`src/rtl/hdma_pkg.sv`:
```
package hdma_pkg;
  localparam logic [7:0] PORT_CMD    = 8'h21;
  localparam logic [7:0] PORT_ADR_HI = 8'h23;
  localparam logic [7:0] PORT_ADR_LO = 8'h24;
  localparam logic [7:0] PORT_GO     = 8'h26;
  localparam logic [7:0] PORT_STOP   = 8'h2C;
  localparam logic [7:0] WIN_FIRST   = 8'h21;
  localparam logic [7:0] WIN_LAST    = 8'h2F;
  localparam logic [7:0] PORT_FLAG   = 8'h38;
  localparam logic [7:0] PORT_STAT   = 8'h39;
  localparam logic [7:0] TRIG_GO     = 8'h80;
  localparam logic [7:0] TRIG_STOP   = 8'hFF;
  localparam int         FLAG_CLR_BIT = 1;
  localparam int         STAT_IRQ_BIT = 3;

  typedef enum logic [1:0] {
    HS_IDLE = 2'd0,
    HS_REQ  = 2'd1,
    HS_RSP  = 2'd2
  } hs_state_e;

  typedef struct packed {
    logic cmd_wr;
    logic ahi_wr;
    logic alo_wr;
    logic go_wr;
    logic stop_wr;
    logic flag_wr;
    logic win_rd;
    logic flag_rd;
    logic stat_rd;
    logic hit;
  } dec_t;
endpackage

```
`src/rtl/hdma_port_dec.sv`:
```
module hdma_port_dec
  import hdma_pkg::*;
(
  input  logic [7:0] port,
  input  logic       wr,
  input  logic       rd,
  output dec_t       dec
);
  logic in_win;

  always_comb begin
    in_win      = (port >= WIN_FIRST) && (port <= WIN_LAST);
    dec.cmd_wr  = wr && (port == PORT_CMD);
    dec.ahi_wr  = wr && (port == PORT_ADR_HI);
    dec.alo_wr  = wr && (port == PORT_ADR_LO);
    dec.go_wr   = wr && (port == PORT_GO);
    dec.stop_wr = wr && (port == PORT_STOP);
    dec.flag_wr = wr && (port == PORT_FLAG);
    dec.win_rd  = rd && in_win;
    dec.flag_rd = rd && (port == PORT_FLAG);
    dec.stat_rd = rd && (port == PORT_STAT);
    dec.hit     = in_win || (port == PORT_FLAG) || (port == PORT_STAT);
  end
endmodule

```
`src/rtl/hdma_ctrl_regs.sv`:
```
module hdma_ctrl_regs
  import hdma_pkg::*;
#(
  parameter int DW = 8
) (
  input  logic          clk,
  input  logic          rst_n,
  input  dec_t          dec,
  input  logic [DW-1:0] wdata,
  output logic [DW-1:0] flag_q,
  output logic [DW-1:0] cmd_q,
  output logic          req_q
);
  always_ff @(posedge clk) begin
    if (!rst_n) begin
      flag_q <= '0;
      cmd_q  <= '0;
      req_q  <= 1'b0;
    end else begin
      if (dec.flag_wr)
        flag_q <= wdata;
      else if (dec.cmd_wr)
        flag_q[FLAG_CLR_BIT] <= 1'b0;

      if (dec.cmd_wr)
        cmd_q <= wdata;

      if (dec.go_wr && (wdata == TRIG_GO))
        req_q <= 1'b1;
      else if (dec.stop_wr && (wdata == TRIG_STOP))
        req_q <= 1'b0;
    end
  end
endmodule

```
`src/rtl/hdma_addr_ctr.sv`:
```
module hdma_addr_ctr #(
  parameter int ADDR_W = 24,
  parameter int DW     = 8
) (
  input  logic              clk,
  input  logic              rst_n,
  input  logic              ld_hi,
  input  logic              ld_lo,
  input  logic              inc,
  input  logic [DW-1:0]     wdata,
  output logic [ADDR_W-1:0] addr_q
);
  localparam int LO_BASE = 1;
  localparam int HI_BASE = LO_BASE + DW;
  localparam int HI_TOP  = HI_BASE + DW - 1;

  logic [ADDR_W-1:0] nxt;

  always_comb begin
    nxt = addr_q;
    if (ld_hi || ld_lo) begin
      nxt = '0;
      if (ld_hi) begin
        nxt[HI_TOP:HI_BASE]       = wdata;
        nxt[HI_BASE-1:LO_BASE]    = addr_q[HI_BASE-1:LO_BASE];
      end else begin
        nxt[HI_BASE-1:LO_BASE]    = wdata;
        nxt[HI_TOP:HI_BASE]       = addr_q[HI_TOP:HI_BASE];
      end
    end else if (inc) begin
      nxt = addr_q + ADDR_W'(1);
    end
  end

  always_ff @(posedge clk) begin
    if (!rst_n) addr_q <= '0;
    else        addr_q <= nxt;
  end
endmodule

```
`src/rtl/hdma_host_if.sv`:
```
module hdma_host_if
  import hdma_pkg::*;
#(
  parameter int DW = 8
) (
  input  logic          clk,
  input  logic          rst_n,
  input  logic          req_valid,
  output logic          req_ready,
  output logic          rsp_valid,
  input  logic          rsp_ready,
  output logic [DW-1:0] rsp_data,
  output logic          host_req,
  input  logic          host_ack,
  input  logic [DW-1:0] host_rdata,
  output logic          inc
);
  hs_state_e     st;
  logic [DW-1:0] data_q;

  always_ff @(posedge clk) begin
    if (!rst_n) begin
      st     <= HS_IDLE;
      data_q <= '0;
    end else begin
      unique case (st)
        HS_IDLE: if (req_valid) st <= HS_REQ;
        HS_REQ:  if (host_ack) begin
                   data_q <= host_rdata;
                   st     <= HS_RSP;
                 end
        HS_RSP:  if (rsp_ready) st <= HS_IDLE;
        default: st <= HS_IDLE;
      endcase
    end
  end

  assign req_ready = (st == HS_IDLE);
  assign host_req  = (st == HS_REQ);
  assign rsp_valid = (st == HS_RSP);
  assign rsp_data  = data_q;
  assign inc       = host_req && host_ack;
endmodule

```
`src/rtl/host_dma_bridge.sv`:
```
module host_dma_bridge
  import hdma_pkg::*;
#(
  parameter int ADDR_W = 24,
  parameter int IO_AW  = 16
) (
  input  logic              clk,
  input  logic              rst_n,
  input  logic [IO_AW-1:0]  io_addr,
  input  logic [7:0]        io_wdata,
  input  logic              io_wr,
  input  logic              io_rd,
  output logic [7:0]        io_rdata,
  output logic              io_hit,
  input  logic              fdc_irq,
  output logic              ch1_req,
  input  logic              req_valid,
  output logic              req_ready,
  output logic              rsp_valid,
  input  logic              rsp_ready,
  output logic [7:0]        rsp_data,
  output logic              host_req,
  output logic [ADDR_W-1:0] host_addr,
  input  logic              host_ack,
  input  logic [7:0]        host_rdata,
  output logic [7:0]        cmd_byte
);
  localparam int DW = 8;

  dec_t          dec;
  logic [DW-1:0] flag_q;
  logic          inc;
  logic          unused_hi;

  assign unused_hi = ^io_addr[IO_AW-1:8];

  hdma_port_dec u_dec (
    .port (io_addr[7:0]),
    .wr   (io_wr),
    .rd   (io_rd),
    .dec  (dec)
  );

  hdma_ctrl_regs #(.DW(DW)) u_regs (
    .clk    (clk),
    .rst_n  (rst_n),
    .dec    (dec),
    .wdata  (io_wdata),
    .flag_q (flag_q),
    .cmd_q  (cmd_byte),
    .req_q  (ch1_req)
  );

  hdma_addr_ctr #(.ADDR_W(ADDR_W), .DW(DW)) u_addr (
    .clk    (clk),
    .rst_n  (rst_n),
    .ld_hi  (dec.ahi_wr),
    .ld_lo  (dec.alo_wr),
    .inc    (inc),
    .wdata  (io_wdata),
    .addr_q (host_addr)
  );

  hdma_host_if #(.DW(DW)) u_host (
    .clk        (clk),
    .rst_n      (rst_n),
    .req_valid  (req_valid),
    .req_ready  (req_ready),
    .rsp_valid  (rsp_valid),
    .rsp_ready  (rsp_ready),
    .rsp_data   (rsp_data),
    .host_req   (host_req),
    .host_ack   (host_ack),
    .host_rdata (host_rdata),
    .inc        (inc)
  );

  always_comb begin
    io_rdata = '0;
    if (dec.flag_rd)
      io_rdata = flag_q;
    else if (dec.stat_rd) begin
      io_rdata[0]            = 1'b1;
      io_rdata[STAT_IRQ_BIT] = fdc_irq;
    end
  end

  assign io_hit = dec.hit;
endmodule

```
`config.mk`:
```
export PLATFORM = sky130hd
export DESIGN_NAME = host_dma_bridge
export DESIGN_NICKNAME = d
export VERILOG_FILES = /design/src/rtl/hdma_pkg.sv /design/src/rtl/hdma_port_dec.sv /design/src/rtl/hdma_ctrl_regs.sv /design/src/rtl/hdma_addr_ctr.sv /design/src/rtl/hdma_host_if.sv /design/src/rtl/host_dma_bridge.sv
export SDC_FILE = /design/constraint.sdc
export NUM_CORES = 1
export LEC_CHECK = 0
export ABC_CLOCK_PERIOD_IN_PS = 2600
export BUFFER_PORTS_ARGS = -buffer_cell sky130_fd_sc_hd__buf_2
export CELL_PAD_IN_SITES_DETAIL_PLACEMENT = 1
export CELL_PAD_IN_SITES_GLOBAL_PLACEMENT = 2
export CORE_MARGIN = 2
export CORE_UTILIZATION = 26
export DETAILED_ROUTE_END_ITERATION = 8
export PLACE_DENSITY_LB_ADDON = 0.1
export SLEW_MARGIN = 10
export SYNTH_ARGS = -nofsm -noshare
export SYNTH_HDL_FRONTEND = slang
export SYNTH_HIERARCHICAL = 1
export SYNTH_SLANG_ARGS = --single-unit
```
`constraint.sdc`:
```
create_clock -name clk -period 2.6 [get_ports clk]
set_input_delay 0.52 -clock clk [delete_from_list [all_inputs] [get_ports clk]]
set_output_delay 0.52 -clock clk [all_outputs]
set_load 0.01 [all_outputs]
```
==> results by group <==
Hold path
  – Min-delay worst type: in -> reg
  – Hold Path Stages: 3
  – Hold wc startpoint: host_rdata[2]
  – End of the worst hold path: u_host/rsp_data[2]

Synthesis
  – Syn Area/Cell: 8.766 sq um
  – Mapped Nets: 350
  – Post-Synthesis Cells: around 310
  – YS warnings: 6
  – Synthesized area: around 2700 sq um

Detailed routing
  – Routed WL: 8389 um
  – Starting DRT DRC Count: 75
  – WL/cell: 15.71 um
  – First-pass DRT Iterations: 4
  – Antenna viol nets, final: 0
  – Via Count: 2618
  – Vias per inst: 4.903
  – # DRC: 0

Clocking
  – CTS Buffer Depth: 2
  – Sink Count: 51
  – CTS tree: yes
  – Worst-Skew Late Latency: between 0.3 and 0.4 ns
  – H-tree lvl count: 2
  – Post-CTS Hold Buffers: 0
  – Clock transition at the registers of the reported paths: around 0.090 ns
  – Number of buffers created by CTS: 5
  – Clk root buf: clkbuf_8

STA
  – Setup TNS: 0 ns
  – Final-report max-slew violation count: 0
  – Hold Violations, Final: 0
  – Measured slew at the worst slew-check pin: 0.6071 ns
  – Slew HR: 0.5944
  – Post-layout min period: ~2.5 ns
  – # setup viols final: 0
  – Fmax: 0.3948 GHz
  – Minimum hold slack: ~0.45 ns
  – RSZ-0062 raised after global routing: no
  – Clk_skew: about 0.016 ns
  – Fin crit share: 0.9742

Global route
  – Gr usage total: 0.1514
  – Total grt overflow: 0
  – First-pass GRT wire length: 13680 um
  – Vias in the first global route: 2637
  – Initial antenna violation count: 0
  – Largest net degree at the start of global routing: 46

Worst setup path
  – R2R Path Start: u_host/st[0]
  – CP startpoint kind: input port
  – CP required: 2.08 ns
  – Worst-path cell chain: buf_2, or3b_2, nor4_4, buf_4, mux2_4, buf_2
  – Reg2Reg Setup Slack: 0.46 ns
  – RR Endpoint: u_addr/addr_q[5]
  – Worst-path fanout max: 4
  – Reg2reg path depth: 6
  – Arrival time worst endpoint: 2.01 ns
  – Most frequent CP cell: buf_2
  – Crit-path max cell delay: 0.52 ns
  – Critical Path Sink Type: output port
  – Setup Crit Path Kind: in -> out
  – Crit path max-delay cell type: or3b_2

Status
  – Outcome: complete, no violations

Final layout
  – Fillers: between 1000 and 1500
  – Share of cells above drive strength 1: 0.3191
  – Area grow syn2layout: 27.57%
  – Fin cells: approximately 530
  – Antenna Cells: 0
  – Nets: 438
  – Final core occ: 0.3378

Floorplan
  – Die X: 106.1 um
  – Die H: 106.1 um
  – Die ar.: 11250 sq um
  – Initial Utilization: 0.2648
  – IO Pins: 93
  – Site row count: 37
  – Core Area: 10230 sq um

Run
  – Max-cap violation count: 0

Placement
  – Gpl congestion: 0.7696
  – IO buf count: 84
  – Placed insts: 525
  – DP HPWL: 6158 um

Power and ir drop
  – Pleak: 0.001318 uW
  – Power per cell area: 465.8 nW/um^2
  – Peak supply drop: 0.2215 mV
  – Pwr Total: approximately 1600 uW
## final cells by class
class	count	area (sq um)	area share
Inverter	7	26.28	0.007603
Timing Repair Buffer	97	518.0	0.1499
Sequential cell	51	1021	0.2954
Multi-Input combinational cell	235	1584	0.4584
Tap cell	136	170.2	0.04924
Clock buffer	5	68.82	0.01991
Clock inverter	3	67.56	0.01955
## where the power goes
part | switching (uW) | total, uW | leakage [uW] | internal [uW]
Combinational | 80.6 | 138 | 0.000842 | 57.2
Sequential | 7.56 | 797 | 0.000412 | 789
Clock | 290 | 675 | 0.0000644 | 384
## per-layer routing
layer  up-vias  wire length, um  global-route usage  share of wire
li1       1310                -                   -              -
met1      1264             4222              0.2071           0.50
met2        42             3862              0.2475           0.46
met3         2              268             0.02882          0.032
met4         0               35             0.03383         0.0042
met5         -                0                   0              0
## flip-flops by register name, summed over array words and instances (netlist names)
register	count
u_regs/cmd_q	8
u_host/st	2
u_regs/flag_q	8
u_regs/req_q	1
u_addr/addr_q	24
u_host/rsp_data	8
## metrics by stage
stage	setup WS, ns	area (sq um)
after floorplan	0.01289	2714
after global placement	-0.02768	3297
after detailed placement	-0.03742	3297
after CTS	0.008574	3433
after global routing	0.0003986	3456
final	0.06708	3456
## repair_timing
| action | in CTS | in global routing |
|---|---|---|
| gates resized for setup | 0 | 2 |
| setup buffers | 0 | 1 |
| setup endpoints to repair | 0 | 1 |
## cells in the final DEF, fill, tap and decap left out, drive strengths merged, types with 3 or more instances in the layout
cell / n
buf: 97
dfxtp: 51
nand2: 32
mux2i: 23
nor2b: 20
a21oi: 14
o21ai: 12
nor4: 12
o31ai: 11
nand3: 11
or4: 10
nor2: 9
nand2b: 8
nor3: 8
and2: 8
inv: 7
a31oi: 6
clkbuf: 5
xnor2: 4
nand4: 4
nor3b: 3
a22oi: 3
o21a: 3
or3b: 3
or3: 3
## critical path, delay by kind of cell
kind,cells,cell delay (ns)
AND/OR/NAND/NOR,2,0.79
buffers and inverters,3,0.42
multiplexers,1,0.29
## worst max path at each step
stage               start          endpoint  cells past startpoint
2_1_floorplan  io_addr[6]  u_addr/addr_q[3]                      9
3_3_place_gp   io_addr[6]  u_addr/addr_q[3]                      8
3_5_place_dp   io_addr[6]  u_addr/addr_q[3]                      8
4_1_cts        io_addr[6]       io_rdata[0]                      6
5_1_grt        io_addr[6]       io_rdata[0]                      6
6_report       io_addr[6]       io_rdata[0]                      6
Note: power is estimated with default switching activity, not from simulation.
